==> src/rtl/ata_pio_pkg.sv <==
package ata_pio_pkg;
  typedef enum logic [2:0] {
    PH_IDLE,
    PH_SETUP,
    PH_STROBE,
    PH_RECOV,
    PH_DONE
  } phase_t;

  // chip-select line levels, {CS1, CS0}
  localparam logic [1:0] CS_IDLE     = 2'b11;
  localparam logic [1:0] CS_TASKFILE = 2'b10;
  localparam logic [2:0] STATUS_IDX  = 3'd7;
  localparam int unsigned BSY_BIT = 7;
  localparam int unsigned DRQ_BIT = 3;

  function automatic logic status_ready(input logic [7:0] st);
    return !st[BSY_BIT] && !st[DRQ_BIT];
  endfunction

  function automatic int unsigned max3(input int unsigned a, input int unsigned b,
                                       input int unsigned c);
    int unsigned m;
    m = (a > b) ? a : b;
    return (m > c) ? m : c;
  endfunction
endpackage

==> src/rtl/ata_pio_phase_timer.sv <==
module ata_pio_phase_timer #(
  parameter int unsigned CNT_W = 2
) (
  input  logic             clk,
  input  logic             rst_n,
  input  logic             restart,
  input  logic [CNT_W-1:0] len,
  output logic             last
);
  logic [CNT_W-1:0] cnt;

  always_ff @(posedge clk or negedge rst_n) begin
    if (!rst_n)       cnt <= '0;
    else if (restart) cnt <= '0;
    else              cnt <= cnt + CNT_W'(1);
  end

  assign last = (cnt == len - CNT_W'(1));
endmodule

==> src/rtl/ata_pio_poll_budget.sv <==
module ata_pio_poll_budget #(
  parameter int unsigned LIMIT = 1000,
  parameter int unsigned W     = 10
) (
  input  logic clk,
  input  logic rst_n,
  input  logic clear,
  input  logic bump,
  output logic expired
);
  logic [W-1:0] used;

  always_ff @(posedge clk or negedge rst_n) begin
    if (!rst_n)     used <= '0;
    else if (clear) used <= '0;
    else if (bump)  used <= used + W'(1);
  end

  // high while the read in flight is the last one the budget allows
  assign expired = (used == W'(LIMIT - 1));
endmodule

==> src/rtl/ata_pio_fsm.sv <==
module ata_pio_fsm
  import ata_pio_pkg::*;
#(
  parameter int unsigned DATA_W     = 16,
  parameter int unsigned SETUP_CYC  = 2,
  parameter int unsigned STROBE_CYC = 3,
  parameter int unsigned RECOV_CYC  = 2,
  parameter int unsigned CNT_W      = 2
) (
  input  logic              clk,
  input  logic              rst_n,
  input  logic              req_valid,
  input  logic              req_write,
  input  logic              req_poll,
  input  logic [1:0]        req_cs,
  input  logic [2:0]        req_addr,
  input  logic [DATA_W-1:0] req_wdata,
  input  logic [DATA_W-1:0] bus_dq_in,
  input  logic              ph_last,
  input  logic              poll_expired,
  output logic [CNT_W-1:0]  ph_len,
  output logic              tmr_restart,
  output logic              poll_clear,
  output logic              poll_bump,
  output logic              sample_evt,
  output logic              poll_active,
  output logic              busy,
  output logic              done,
  output logic [DATA_W-1:0] rdata,
  output logic              poll_err,
  output logic [1:0]        bus_cs,
  output logic [2:0]        bus_da,
  output logic              bus_rd_n,
  output logic              bus_wr_n,
  output logic [DATA_W-1:0] bus_dq_out,
  output logic              bus_dq_oe
);
  phase_t            phase;
  logic              wr_q, poll_q, err_q;
  logic [1:0]        cs_q;
  logic [2:0]        da_q;
  logic [DATA_W-1:0] wd_q, rd_q;
  logic              accept, recov_end, not_ready, in_strobe, in_access;

  assign accept     = req_valid && (phase == PH_IDLE);
  assign in_strobe  = (phase == PH_STROBE);
  assign in_access  = (phase == PH_SETUP) || in_strobe || (phase == PH_RECOV);
  assign recov_end  = (phase == PH_RECOV) && ph_last;
  assign not_ready  = poll_q && !status_ready(rd_q[7:0]);
  assign sample_evt = in_strobe && ph_last && !wr_q;
  assign poll_clear = accept;
  assign poll_bump  = recov_end && not_ready && !poll_expired;
  assign tmr_restart = (phase == PH_IDLE) || (phase == PH_DONE) || ph_last;

  always_comb begin
    case (phase)
      PH_SETUP:  ph_len = CNT_W'(SETUP_CYC);
      PH_STROBE: ph_len = CNT_W'(STROBE_CYC);
      PH_RECOV:  ph_len = CNT_W'(RECOV_CYC);
      default:   ph_len = CNT_W'(1);
    endcase
  end

  always_ff @(posedge clk or negedge rst_n) begin
    if (!rst_n) begin
      phase  <= PH_IDLE;
      wr_q   <= 1'b0;
      poll_q <= 1'b0;
      err_q  <= 1'b0;
      cs_q   <= CS_IDLE;
      da_q   <= '0;
      wd_q   <= '0;
    end else begin
      case (phase)
        PH_IDLE: if (accept) begin
          phase  <= PH_SETUP;
          wr_q   <= req_write && !req_poll;
          poll_q <= req_poll;
          err_q  <= 1'b0;
          cs_q   <= req_poll ? CS_TASKFILE : req_cs;
          da_q   <= req_poll ? STATUS_IDX : req_addr;
          wd_q   <= req_wdata;
        end
        PH_SETUP:  if (ph_last) phase <= PH_STROBE;
        PH_STROBE: if (ph_last) phase <= PH_RECOV;
        PH_RECOV: if (ph_last) begin
          if (not_ready && !poll_expired) begin
            phase <= PH_SETUP;
          end else begin
            phase <= PH_DONE;
            err_q <= not_ready;
          end
        end
        PH_DONE: begin
          phase <= PH_IDLE;
          cs_q  <= CS_IDLE;
        end
        default: phase <= PH_IDLE;
      endcase
    end
  end

  always_ff @(posedge clk or negedge rst_n) begin
    if (!rst_n)          rd_q <= '0;
    else if (sample_evt) rd_q <= bus_dq_in;
  end

  assign bus_wr_n    = !(in_strobe && wr_q);
  assign bus_rd_n    = !(in_strobe && !wr_q);
  assign bus_dq_oe   = wr_q && in_access;
  assign bus_dq_out  = wd_q;
  assign bus_cs      = cs_q;
  assign bus_da      = da_q;
  assign busy        = (phase != PH_IDLE);
  assign done        = (phase == PH_DONE);
  assign rdata       = rd_q;
  assign poll_err    = err_q;
  assign poll_active = poll_q && busy;
endmodule

==> src/rtl/ata_pio_engine.sv <==
module ata_pio_engine
  import ata_pio_pkg::*;
#(
  parameter int unsigned DATA_W     = 16,
  parameter int unsigned SETUP_CYC  = 2,
  parameter int unsigned STROBE_CYC = 3,
  parameter int unsigned RECOV_CYC  = 2,
  parameter int unsigned POLL_LIMIT = 1000
) (
  input  logic              clk,
  input  logic              rst_n,
  input  logic              req_valid,
  input  logic              req_write,
  input  logic              req_poll,
  input  logic [1:0]        req_cs,
  input  logic [2:0]        req_addr,
  input  logic [DATA_W-1:0] req_wdata,
  output logic              busy,
  output logic              done,
  output logic [DATA_W-1:0] rdata,
  output logic              poll_err,
  output logic [1:0]        bus_cs,
  output logic [2:0]        bus_da,
  output logic              bus_rd_n,
  output logic              bus_wr_n,
  output logic [DATA_W-1:0] bus_dq_out,
  output logic              bus_dq_oe,
  input  logic [DATA_W-1:0] bus_dq_in
);
  localparam int unsigned MAX_PH = max3(SETUP_CYC, STROBE_CYC, RECOV_CYC);
  localparam int unsigned CNT_W  = $clog2(MAX_PH + 1);
  localparam int unsigned POLL_W = $clog2(POLL_LIMIT + 1);

  // internal events, named for the bound checker
  logic [CNT_W-1:0] ph_len;
  logic             ph_last, tmr_restart;
  logic             poll_clear, poll_bump, poll_expired;
  logic             sample_evt, poll_active;

  ata_pio_phase_timer #(.CNT_W(CNT_W)) timer_i (
    .clk(clk), .rst_n(rst_n), .restart(tmr_restart), .len(ph_len), .last(ph_last)
  );

  ata_pio_poll_budget #(.LIMIT(POLL_LIMIT), .W(POLL_W)) budget_i (
    .clk(clk), .rst_n(rst_n), .clear(poll_clear), .bump(poll_bump), .expired(poll_expired)
  );

  ata_pio_fsm #(
    .DATA_W(DATA_W), .SETUP_CYC(SETUP_CYC), .STROBE_CYC(STROBE_CYC),
    .RECOV_CYC(RECOV_CYC), .CNT_W(CNT_W)
  ) fsm_i (
    .clk(clk), .rst_n(rst_n),
    .req_valid(req_valid), .req_write(req_write), .req_poll(req_poll),
    .req_cs(req_cs), .req_addr(req_addr), .req_wdata(req_wdata),
    .bus_dq_in(bus_dq_in), .ph_last(ph_last), .poll_expired(poll_expired),
    .ph_len(ph_len), .tmr_restart(tmr_restart),
    .poll_clear(poll_clear), .poll_bump(poll_bump),
    .sample_evt(sample_evt), .poll_active(poll_active),
    .busy(busy), .done(done), .rdata(rdata), .poll_err(poll_err),
    .bus_cs(bus_cs), .bus_da(bus_da), .bus_rd_n(bus_rd_n), .bus_wr_n(bus_wr_n),
    .bus_dq_out(bus_dq_out), .bus_dq_oe(bus_dq_oe)
  );
endmodule

==> config.mk <==
export PLATFORM = sky130hd
export DESIGN_NAME = ata_pio_engine
export DESIGN_NICKNAME = d
export VERILOG_FILES = /design/src/rtl/ata_pio_pkg.sv /design/src/rtl/ata_pio_phase_timer.sv /design/src/rtl/ata_pio_poll_budget.sv /design/src/rtl/ata_pio_fsm.sv /design/src/rtl/ata_pio_engine.sv
export SDC_FILE = /design/constraint.sdc
export NUM_CORES = 1
export LEC_CHECK = 0
export BUFFER_PORTS_ARGS = -buffer_cell sky130_fd_sc_hd__buf_2
export CAP_MARGIN = 20
export CORE_MARGIN = 5
export CORE_UTILIZATION = 45
export DETAILED_ROUTE_END_ITERATION = 6
export GPL_ROUTABILITY_DRIVEN = 0
export PLACE_DENSITY = 0.74
export RECOVER_POWER = 100
export SLEW_MARGIN = 20
export SYNTH_ARGS = -nofsm -noshare
export SYNTH_HDL_FRONTEND = slang
export SYNTH_SLANG_ARGS = --single-unit
==> constraint.sdc <==
create_clock -name clk -period 2 [get_ports clk]
set_clock_uncertainty 0.2 [all_clocks]
set_input_delay 0.1 -clock clk [delete_from_list [all_inputs] [get_ports clk]]
set_output_delay 0.1 -clock clk [all_outputs]
set_load 0.02 [all_outputs]
* After elaboration in Yosys (flattened, before gate mapping) *
Index checks and enable logic that the tools add are counted.

storage, ports and cells
  output and inout port bits = 43
  flip-flop bits (word level) = 55
  input bits = 42
  logic and storage cells = 77

operators by class
  add/subtract/negate cells = 3
  reductions and logical operators = 35
  eq/ne operators = 11
  muxes and demuxes = 18

operators with widths
  cell                     count
  $mux W10                 2
  $mux W3                  6
  $logic_and A1 B1 Y1      13
  $pmux W3 S4              1
  $add A10 B1 Y10 const B  1
  $eq A10 B10 Y1 const B   1
  $logic_not A1 Y1         8
  $pmux W2 S2              2
  $reduce_and A4 Y1        2
  $eq A3 B2 Y1 const B     2
  $mux W2                  3
  $ne A2 B1 Y1 const B     3
  $reduce_bool A2 Y1       3
  $logic_or A1 B1 Y1       4
  $ne A2 B2 Y1 const B     2
  $reduce_and A2 Y1        2
  $eq A3 B1 Y1 const B     1
  $eq A3 B3 Y1 const B     1
  $logic_not A3 Y1         1
  $mux W1                  3
  $reduce_bool A3 Y1       1
  $add A2 B1 Y2 const B    1
  $eq A2 B2 Y1             1
  $pmux W1 S2              1
  other kinds (2)          2

* Logic depth before layout (Yosys ltp) *
Gate-level depths: netlist (run 1).

  depth in word-level cells = 10
  mapped depth = 6
  depth with buffers taken out = 6

* Cells and area by module *
Synthesis (run 1) repeated with hierarchy kept, for this count alone.

second synthesis, totals
  cell total of the unflattened synthesis = 228
  area total of the unflattened synthesis = 2444.8 µm²

by module, submodules not included
  module               sequential area each (µm²)  times used  area each (µm²)  cells an instance
  ata_pio_fsm          1078.5                      1           1819.2           168
  ata_pio_poll_budget  250.2                       1           526.8            51
  ata_pio_phase_timer  50.0                        1           98.8             9

* Worst setup path after synthesis (run 1) *
Ideal clock, no wire load.

  kind = register to register
  start = register fsm_i.phase[2]
  end = register fsm_i.rd_q[10] (netlist: fsm_i.rdata[10])
  period minus slack after synthesis = 2043 ps
  data required time = 1675 ps
  arrival time = 1718 ps
  library setup time = 125 ps
  slack = -43 ps
  buffers on the path = 2
  cell stages (with the launch flop) = 7
  path through = dfrtp_1 buf_2 nor2_1 nand3b_1 a21oi_4 buf_6 mux2_2

on the way
  longest elaborated chain between the ends = 7
  elaborated cells between the ends (all ways) = 9
  those cells by class = add/sub (1); eq/ne (4); mux (1); reduce/logical (3)

RTL lines
  what                                          RTL line                   source
  start, declared                               ata_pio_fsm.sv:38          phase_t phase;
  start signal, assigned                        ata_pio_fsm.sv:66          phase <= PH_IDLE;
  start signal, assigned                        ata_pio_fsm.sv:76          phase <= PH_SETUP;
  start signal, assigned                        ata_pio_fsm.sv:84          PH_SETUP: if (ph_last) phase <= PH_STROBE;
  $eq A3 B2 Y1 or $eq A3 B1 Y1 (tied branches)  ata_pio_fsm.sv:56          case (phase)
  $reduce_or A2 Y1 (no line)                    -
  $pmux W2 S2                                   ata_pio_fsm.sv:56
  $sub A2 B1 Y2                                 ata_pio_phase_timer.sv:18  assign last = (cnt == len - CNT_W'(1));
  $eq A2 B2 Y1                                  ata_pio_phase_timer.sv:18
  $logic_and A1 B1 Y1 * (2 in a row)            ata_pio_fsm.sv:50          assign sample_evt = in_strobe && ph_last && !wr_q;
  end signal, assigned                          ata_pio_fsm.sv:105         else if (sample_evt) rd_q <= bus_dq_in;
  end, declared                                 ata_pio_fsm.sv:42          logic [DATA_W-1:0] wd_q, rd_q;

Every way passes the cells marked *; elsewhere a longest branch is shown, timed or not.
A chain may end at the register's enable or synchronous reset.

* Worst setup path after layout (run 1) *
  start = register fsm_i.phase[2]
  end = register fsm_i.rd_q[1] (netlist: fsm_i.rdata[1])

Same word-level chain as after synthesis.

==> results of run 1 <==
==> per-stage QoR <==
stage / area, µm² / hold WS [ns]
floorplan: 2511 / -0.3956
CTS: 3641 / 0.1165
detailed placement: 3142 / -0.09089
finish: 3650 / 0.2783
global placement: 3142 / -0.09718
global route: 3650 / 0.3022
==> final timing paths <==
path / start / end / slack [ns] / cells after the start
worst max-delay path: fsm_i.phase[2] / fsm_i.rdata[1] / 0.02 / 5
worst min-delay path: fsm_i.bus_da[0] / fsm_i.bus_da[0] / 0.28 / 2
worst max register to register: fsm_i.phase[2] / fsm_i.rdata[1] / 0.02 / 5
worst min register to register: fsm_i.bus_da[0] / fsm_i.bus_da[0] / 0.28 / 2
max in group asynchronous: rst_n / budget_i.used[3] / 0.37 / 3
min in group asynchronous: rst_n / timer_i.cnt[1] / 0.35 / 2
==> cells by family (layout without fill, tap and decap cells) <==
| group | Yosys count | in the layout |
|---|---|---|
| multiplexers | 19 | 19 |
| AO/OA/AOI/OAI | 32 | 32 |
| flip-flops | 55 | 55 |
| XOR/XNOR | 5 | 5 |
| adder cells (fa/ha/maj) | 1 | 1 |
| AND/OR/NAND/NOR | 115 | 115 |
| buffers and inverters | 13 | 156 |
==> per-layer routing <==
layer | vias to the layer above | share of wire | GRT usage
li1 | 1095 | - | -
met1 | 1064 | 0.40 | 0.2317
met2 | 51 | 0.53 | 0.3288
met3 | 12 | 0.047 | 0.04220
met4 | 0 | 0.016 | 0.05036
met5 | - | 0 | 0
==> what timing repair did <==
item	CTS	global route
endpoints found under the hold margin	95	0
setup endpoints to repair	6	26
gates resized for setup	1	11
pin swaps	1	2
hold buffers	41	0
setup buffers	0	4
==> sequential cells by signal, indices dropped and copies added (netlist names) <==
register,flops
budget_i.used,10
fsm_i.bus_cs,2
fsm_i.bus_da,3
fsm_i.bus_dq_out,16
fsm_i.phase,3
fsm_i.poll_err,1
fsm_i.poll_q,1
fsm_i.rdata,16
fsm_i.wr_q,1
timer_i.cnt,2
==> final cells by class <==
| cell class | instances | share of cell area |
|---|---|---|
| flip-flops and latches | 55 | 0.3785 |
| clock inverters | 1 | 0.001371 |
| inverters | 4 | 0.004114 |
| repair buffers | 145 | 0.2667 |
| multi-input cells | 172 | 0.3020 |
| well taps | 72 | 0.02468 |
| clock buffers | 6 | 0.02263 |
==> synthesized netlist by cell type (all sizes together) (3+ instances only) <==
master and instances:
a21oi 8, nand2 72, a211oi 3, nand3 3, nor3 4, inv 4, nand3b 5, o21ai 10
mux2 16, mux2i 3, clkbuf 5, nor2 14, dfrtp 53, xnor2 5, buf 4
==> critical path, stage by stage (launching register included) <==
cell and delay, ns:
dfrtp_2 0.45, and4bb_4 0.35, o21ba_4 0.19, a21oi_4 0.15, buf_12 0.17, mux2_2 0.35
==> report_power, final <==
group,internal (µW),switching [µW]
Sequential,1570,284
Clock,272,337
Combinational,985,1460
Total,2830,2080
==> flow_metrics.py, run 1 <==
metrics = {
    "placement": {
        "portBuffers": 84,
        "dp_hpwl_um": 4294,
        "pre_cts_ws_ns": 0.0002679,
        "placed_cells": 403,
    },
    "timing": {
        "tightest_slew_ns": 1.182,
        "finalWorstPathRequiredPeriod_ns": 1.978,
        "setup_viol": 0,
        "timing.final.crit_share": 0.9889,
        "relSlewSlack": 0.2123,
        "rsz0062_at_grt": "yes",
        "hold_viol": 0,
        "setup_ws_ns": 0.02226,
        "drv_slew": 0,
        "tns_ns": 0,
        "fmax_mhz": 505.6,
    },
    "synth": {
        "yosysSeqAreaShare": 0.5502,
        "synth-xor-area-share": 0.01747,
        "muxShareOfSynthArea": 0.08387,
        "synth-compound-area-share": 0.1038,
        "yosysTopAreaCell": "dfrtp_1",
        "synthAdderAreaFrac": 0.004993,
        "syn_area_per_cell_um2": 10.44,
        "synth_top_family_by_area": "simple AND/OR/NAND/NOR gates",
        "yosys_warnings": 0,
        "yosysUniqueCellTypes": 49,
        "netlist.area_leader.share": 0.5292,
        "synth_simple_gate_area_frac": 0.2147,
        "synth_nets": 283,
        "netlist_instances": 240,
        "async_flop_share": 1.000,
        "syn_area_um2": 2506,
        "synth_edf_count": 0,
        "ys_ff_latch": 55,
        "yosys-top-cells-area": "dfrtp_1, nand2_1, mux2_2",
        "ys.flop_type": "dfrtp_1",
    },
    "clocking": {
        "cts_max_path_buffers": 2,
        "root_buffer": "clkbuf_8",
        "htree_levels": 2,
        "cts_num_sinks": 55,
        "numCtsBuffers": 5,
        "cts.clk_slew.worst_paths_ns": 0.09,
        "cts_tree": "done",
        "clk_latency_ns": 0.31,
    },
    "critical_path": {
        "arrival_ns": 1.97,
        "setup.worst_path.class": "register to register",
        "endpoint_kind": "register",
        "startpoint_type": "register",
        "path_max_fanout": 16,
        "required_ns": 1.99,
    },
    "pwr": {
        "power_leakage_uw": 0.001731,
        "ir_drop_uv": 765.7,
        "pwr_density_cell_nw_per_um2": 1344,
        "power_uw": 4904,
    },
    "run": {
        "maxCapViolations": 0,
    },
    "die": {
        "core_area_um2": 5473,
        "num_rows": 27,
        "dieHeight_um": 84.63,
        "die_w_um": 84.63,
        "start_util": 0.4579,
        "die_area_um2": 7161,
        "io-pin-count": 85,
    },
    "detailed_routing": {
        "wl_per_cell_um": 13.99,
        "drt_iter0_drc": 129,
        "drc": 0,
        "drtPass1Iterations": 4,
        "ant_nets": 0,
        "drt-total-wl_um": 6366,
        "vias_per_cell": 4.884,
        "vias": 2222,
    },
    "status": {
        "status": "finished clean",
    },
    "final_layout": {
        "mostFrequentLayoutCell": "nand2_1",
        "layout-drive-gt1-share": 0.2846,
        "n_antenna_cell": 0,
        "fin_util": 0.6669,
        "seqCellArea_um2": 1381,
        "area_delta_synth_final_pct": 45.63,
        "multi_input_area_um2": 1102,
        "fillerInstances": 448,
        "stdcell_count": 455,
        "nNetsFinal": 426,
        "final_cell_mix": "nand2_1, dfrtp_1, buf_2, dlygate4sd3_1, clkbuf_1",
    },
    "global_route": {
        "grt_pass1_wl_um": 10900,
        "grt_usage": 0.1873,
        "grt_start_max_net_pins": 36,
        "grt_pass1_vias": 2301,
        "grt_antenna_before_repair": 0,
        "grt_remaining_overflow": 0,
    },
    "min_path": {
        "hold_class": "register to register",
    },
}
Note: power is estimated with default switching activity, not from simulation.
==> run 2: changes to the inputs <==
--- a/config.mk
+++ b/config.mk
@@ -11,6 +11,7 @@
 export CORE_UTILIZATION = 45
 export DETAILED_ROUTE_END_ITERATION = 6
 export GPL_ROUTABILITY_DRIVEN = 0
+export MAX_ROUTING_LAYER = met4
 export PLACE_DENSITY = 0.74
 export RECOVER_POWER = 100
 export SLEW_MARGIN = 20
==> run 2 against run 1 <==
Count of clock-buffer cells in the layout unchanged. Sequential share of layout area increased by 0.20 points. Flip-flop and latch count unchanged. Die area unchanged. Core utilization decreased by 0.34 points. Critical path type unchanged.
==> flow_metrics.py, run 2 (synthesized netlist as in run 1, its figures left out) <==
metrics = {
    "clocking": {
        "cts_max_path_buffers": 2,
        "htree_levels": 2,
        "numCtsBuffers": 5,
        "clk_latency_ns": 0.31,
        "cts_tree": "done",
        "cts.clk_slew.worst_paths_ns": 0.09,
        "root_buffer": "clkbuf_8",
        "cts_num_sinks": 55,
    },
    "critical_path": {
        "reg2reg_depth": 5,
        "startpoint_type": "register",
        "path_max_fanout": 16,
        "cp_cell_sequence": "and4bb_4 -> o21ba_4 -> a21oi_4 -> buf_12 -> mux2_2",
        "arrival_ns": 1.96,
        "required_ns": 1.99,
        "endpoint_kind": "register",
        "cp_slowest_cell": "dfrtp_2",
        "crit_buf_inv": 1,
        "worst_path_largest_cell_delay_ns": 0.45,
        "path_delay_family": "flip-flops",
        "path_depth": 5,
        "setup.worst_path.class": "register to register",
    },
    "timing": {
        "finalWorstPathRequiredPeriod_ns": 1.973,
        "relSlewSlack": 0.2124,
        "drv_slew": 0,
        "timing.final.crit_share": 0.9863,
        "tightest_slew_ns": 1.181,
        "fmax_mhz": 507.0,
        "rsz0062_at_grt": "yes",
        "tns_ns": 0,
        "setup_ws_ns": 0.02750,
        "hold_viol": 0,
        "setup_viol": 0,
    },
    "placement": {
        "portBuffers": 84,
        "placed_cell_area_um2": 3142,
        "pre_cts_ws_ns": 0.0002679,
        "dp_hpwl_um": 4294,
        "placed_cells": 403,
    },
    "die": {
        "dieHeight_um": 84.63,
        "start_util": 0.4579,
        "die_area_um2": 7161,
        "core_area_um2": 5473,
        "die_w_um": 84.63,
        "io-pin-count": 85,
        "num_rows": 27,
    },
    "global_route": {
        "grt_remaining_overflow": 0,
        "grt_pass1_wl_um": 10880,
        "grt_pass1_vias": 2310,
        "grt_usage": 0.1932,
        "grt_antenna_before_repair": 0,
        "grt_start_max_net_pins": 36,
    },
    "detailed_routing": {
        "ant_nets": 0,
        "wl_per_cell_um": 14.03,
        "drtPass1Iterations": 4,
        "drt-total-wl_um": 6371,
        "vias_per_cell": 4.905,
        "drc": 0,
        "drt_iter0_drc": 99,
        "vias": 2227,
    },
    "final_layout": {
        "final_area_um2": 3631,
        "nNetsFinal": 425,
        "n_antenna_cell": 0,
        "area_delta_synth_final_pct": 44.88,
        "stdcell_count": 454,
        "fin_util": 0.6635,
        "final_cell_mix": "nand2_1, dfrtp_1, buf_2, dlygate4sd3_1, clkbuf_1",
        "mostFrequentLayoutCell": "nand2_1",
        "layout-drive-gt1-share": 0.2801,
    },
    "status": {
        "status": "finished clean",
    },
    "min_path": {
        "hold_class": "register to register",
        "hold_path_depth": 2,
    },
    "run": {
        "maxCapViolations": 0,
    },
    "pwr": {
        "ir_drop_uv": 863.6,
        "pwr_density_cell_nw_per_um2": 1341,
        "power_leakage_uw": 0.001715,
    },
}
[run 2: routing by layer]
layer  vias up  wire, µm  GRT usage
met5         -         0          -
met2        56      3366     0.3288
li1       1092         -          -
met3        12       283    0.03729
met1      1067      2620     0.2355
met4         0       100    0.05036
[run 2: power by group]
group / internal (µW) / switching (µW) / total, µW
combinational: 952 / 1460 / 2410
clock: 272 / 340 / 612
sequential: 1570 / 279 / 1850
total: 2790 / 2070 / 4870
[run 2: worst paths after layout]
path	startpoint	end	slack, ns
worst max register to register	fsm_i.phase[2]	fsm_i.rdata[1]	0.03
min in group asynchronous	rst_n	fsm_i.poll_err	0.35
max in group asynchronous	rst_n	fsm_i.bus_dq_out[4]	0.37
worst max-delay path	fsm_i.phase[2]	fsm_i.rdata[1]	0.03
worst min-delay path	fsm_i.bus_da[0]	fsm_i.bus_da[0]	0.28
worst min register to register	fsm_i.bus_da[0]	fsm_i.bus_da[0]	0.28
[run 2: what timing repair did]
action,4_1_cts,5_1_grt
hold endpoints to repair,95,0
gates resized for setup,1,8
hold buffers,41,0
pin swaps,1,2
setup buffers,0,3
endpoints found under the setup margin,6,26
[run 2: cell type report]
cell class	count	area, µm²
Inverter	4	15.01
Clock inverter	1	5.005
Timing Repair Buffer	144	969.7
Multi-Input combinational cell	172	1087
Tap cell	72	90.09
Sequential cell	55	1381
Clock buffer	6	82.58
Fill cell	455	1842
[run 2: tightest hold or removal path, stage by stage (launching register included)]
cell and delay (ns):
dfrtp_1 0.36, nand2_1 0.05, nand2_1 0.05
[run 2: through the flow]
| step | total power, µW | hold slack, ns |
|---|---|---|
| after floorplan | 3364 | -0.3956 |
| final | 4868 | 0.2781 |
| after CTS | 4919 | 0.1165 |
| after global placement | 4175 | -0.09718 |
| after global routing | 5228 | 0.3022 |
| after detailed placement | 4245 | -0.09089 |
==> run 3: changes to the inputs <==
==> constraint.sdc (replaced) <==
create_clock -name clk -period 2 [get_ports clk]
set_clock_uncertainty 0.2 [all_clocks]
set_input_delay 0.4 -clock clk [delete_from_list [all_inputs] [get_ports clk]]
set_output_delay 0.4 -clock clk [all_outputs]
set_load 0.02 [all_outputs]
==> run 3 against run 2 <==
Clock power increased by 38%. Register-to-register slack about the same. Global-route usage decreased by 2.1 points. Final cell count decreased by 7.0%. Power increased by 7.7%. Flip-flop and latch count unchanged. Final area decreased by 5.7%. Critical path depth unchanged. Sequential power about the same. Core utilization decreased by 3.7 points. Critical path type unchanged. Largest cell class unchanged.
==> flow_metrics.py, run 3 (synthesized netlist as in run 1, its figures left out) <==
metrics = {
    "status": {
        "status": "finished clean",
    },
    "timing": {
        "timing.final.crit_share": 0.9850,
        "setup_viol": 0,
        "finalWorstPathRequiredPeriod_ns": 1.970,
        "rsz0062_at_grt": "yes",
        "drv_slew": 0,
        "fmax_mhz": 507.6,
        "setup_ws_ns": 0.02990,
        "tightest_slew_ns": 0.7393,
        "hold_viol": 0,
        "relSlewSlack": 0.5071,
    },
    "critical_path": {
        "path_max_fanout": 6,
        "required_ns": 2.03,
        "setup.worst_path.class": "register to register",
        "startpoint_type": "register",
        "arrival_ns": 2.00,
        "endpoint_kind": "register",
        "reg2reg_from": "fsm_i.phase[2]",
        "reg2reg_depth": 5,
        "r2r_setup_slack_ns": 0.03,
        "reg2reg_to": "budget_i.used[0]",
    },
    "clocking": {
        "cts.clk_slew.worst_paths_ns": 0.09,
        "root_buffer": "clkbuf_8",
        "cts_max_path_buffers": 2,
        "clk_latency_ns": 0.30,
        "htree_levels": 2,
        "cts_num_sinks": 55,
        "cts_tree": "done",
        "numCtsBuffers": 5,
    },
    "min_path": {
        "hold_class": "input pin to register",
        "holdPathEnd": "fsm_i.bus_dq_out[1]",
        "min_from": "req_wdata[1]",
        "hold_path_depth": 3,
    },
    "final_layout": {
        "area_delta_synth_final_pct": 36.70,
        "final_area_um2": 3426,
        "final_cell_mix": "buf_2, nand2_1, dfrtp_1, buf_4, mux2_2",
        "nNetsFinal": 392,
        "mostFrequentLayoutCell": "buf_2",
        "n_antenna_cell": 0,
        "layout-drive-gt1-share": 0.4600,
    },
    "die": {
        "start_util": 0.4579,
        "io-pin-count": 85,
        "die_w_um": 84.63,
        "num_rows": 27,
        "die_area_um2": 7161,
        "dieHeight_um": 84.63,
        "core_area_um2": 5473,
    },
    "run": {
        "maxCapViolations": 0,
    },
    "global_route": {
        "grt_pass1_wl_um": 9970,
        "grt_usage": 0.1721,
        "grt_antenna_before_repair": 0,
        "grt_remaining_overflow": 0,
        "grt_pass1_vias": 2180,
        "grt_start_max_net_pins": 56,
    },
    "detailed_routing": {
        "ant_nets": 0,
        "drtPass1Iterations": 4,
        "vias_per_cell": 5.028,
        "drt-total-wl_um": 5933,
        "vias": 2122,
        "wl_per_cell_um": 14.06,
        "drt_iter0_drc": 99,
        "drc": 0,
    },
    "pwr": {
        "power_leakage_uw": 0.001725,
        "ir_drop_uv": 780.0,
        "pwr_density_cell_nw_per_um2": 1531,
    },
    "placement": {
        "placed_cell_area_um2": 3159,
        "portBuffers": 84,
        "pre_cts_ws_ns": 0.03097,
        "dp_hpwl_um": 4187,
    },
}
[run 3: changes by cell type in the layout (fill, tap and decap cells not counted), sizes merged]
cell,delta
buf,+45
dlygate4sd3,-40
clkbuf,-38
bufinv,+2
clkinv,-1
[run 3: how the worst max path moves through the flow]
stage,end,slack (ns),startpoint,cells past startpoint
CTS,busy,-0.02,fsm_i.phase[1],4
global route,budget_i.used[0],-0.05,fsm_i.phase[2],5
floorplan,fsm_i.rdata[10],0.001,fsm_i.phase[0],6
finish,budget_i.used[0],0.03,fsm_i.phase[2],5
global placement,budget_i.used[6],0.08,fsm_i.phase[2],5
detailed placement,budget_i.used[6],0.03,fsm_i.phase[2],5
[run 3: what timing repair did]
item | 4_1_cts | 5_1_grt
resized for setup | 6 | 18
hold buffers | 1 | 0
buffers inserted | 1 | 5
hold endpoints to repair | 53 | 0
endpoints found under the setup margin | 5 | 27
pin swaps | 1 | 4
[run 3: per-stage QoR]
| stage | power (µW) | TNS (ns) | hold WS (ns) | std cells | utilization |
|---|---|---|---|---|---|
| after CTS | 5162 | -0.01676 | 0.07219 | 417 | 0.6084 |
| after detailed placement | 4249 | 0 | 0.2198 | 407 | 0.5773 |
| after global routing | 5625 | -0.3690 | 0.07086 | 422 | 0.6260 |
| after global placement | 4193 | 0 | 0.2207 | 407 | 0.5773 |
| final | 5245 | 0 | 0.07951 | 422 | 0.6260 |
| after floorplan | 3364 | 0 | -0.09559 | 240 | - |
[run 3: report_power, final]
group	switching [µW]	internal, µW	leakage [µW]
clock	345	500	0.0000654
combinational	1480	1080	0.000974
sequential	272	1570	0.000686
total	2090	3150	0.00173
[run 3: routing by layer]
metal,vias up,global-route usage,share of wire
li1,1025,-,-
met3,8,0.03042,0.045
met2,60,0.2790,0.50
met5,-,-,0
met4,0,0.04317,0.010
met1,1029,0.2244,0.44
[run 3: final cells by class]
cell class / instances / area [µm²]
clock buffers: 6 / 72.57
clock inverters: 2 / 60.06
fillers: 459 / 2047
inverters: 4 / 15.01
multi-input cells: 172 / 1144
flip-flops and latches: 55 / 1384
well taps: 72 / 90.09
repair buffers: 111 / 660.6
[run 3: worst max-delay path, stage by stage, from the launching register on]
cell      delay [ns]
dfrtp_2         0.45
and4bb_4        0.36
o21ba_4         0.19
a211oi_4        0.31
buf_4           0.18
mux2i_2         0.19
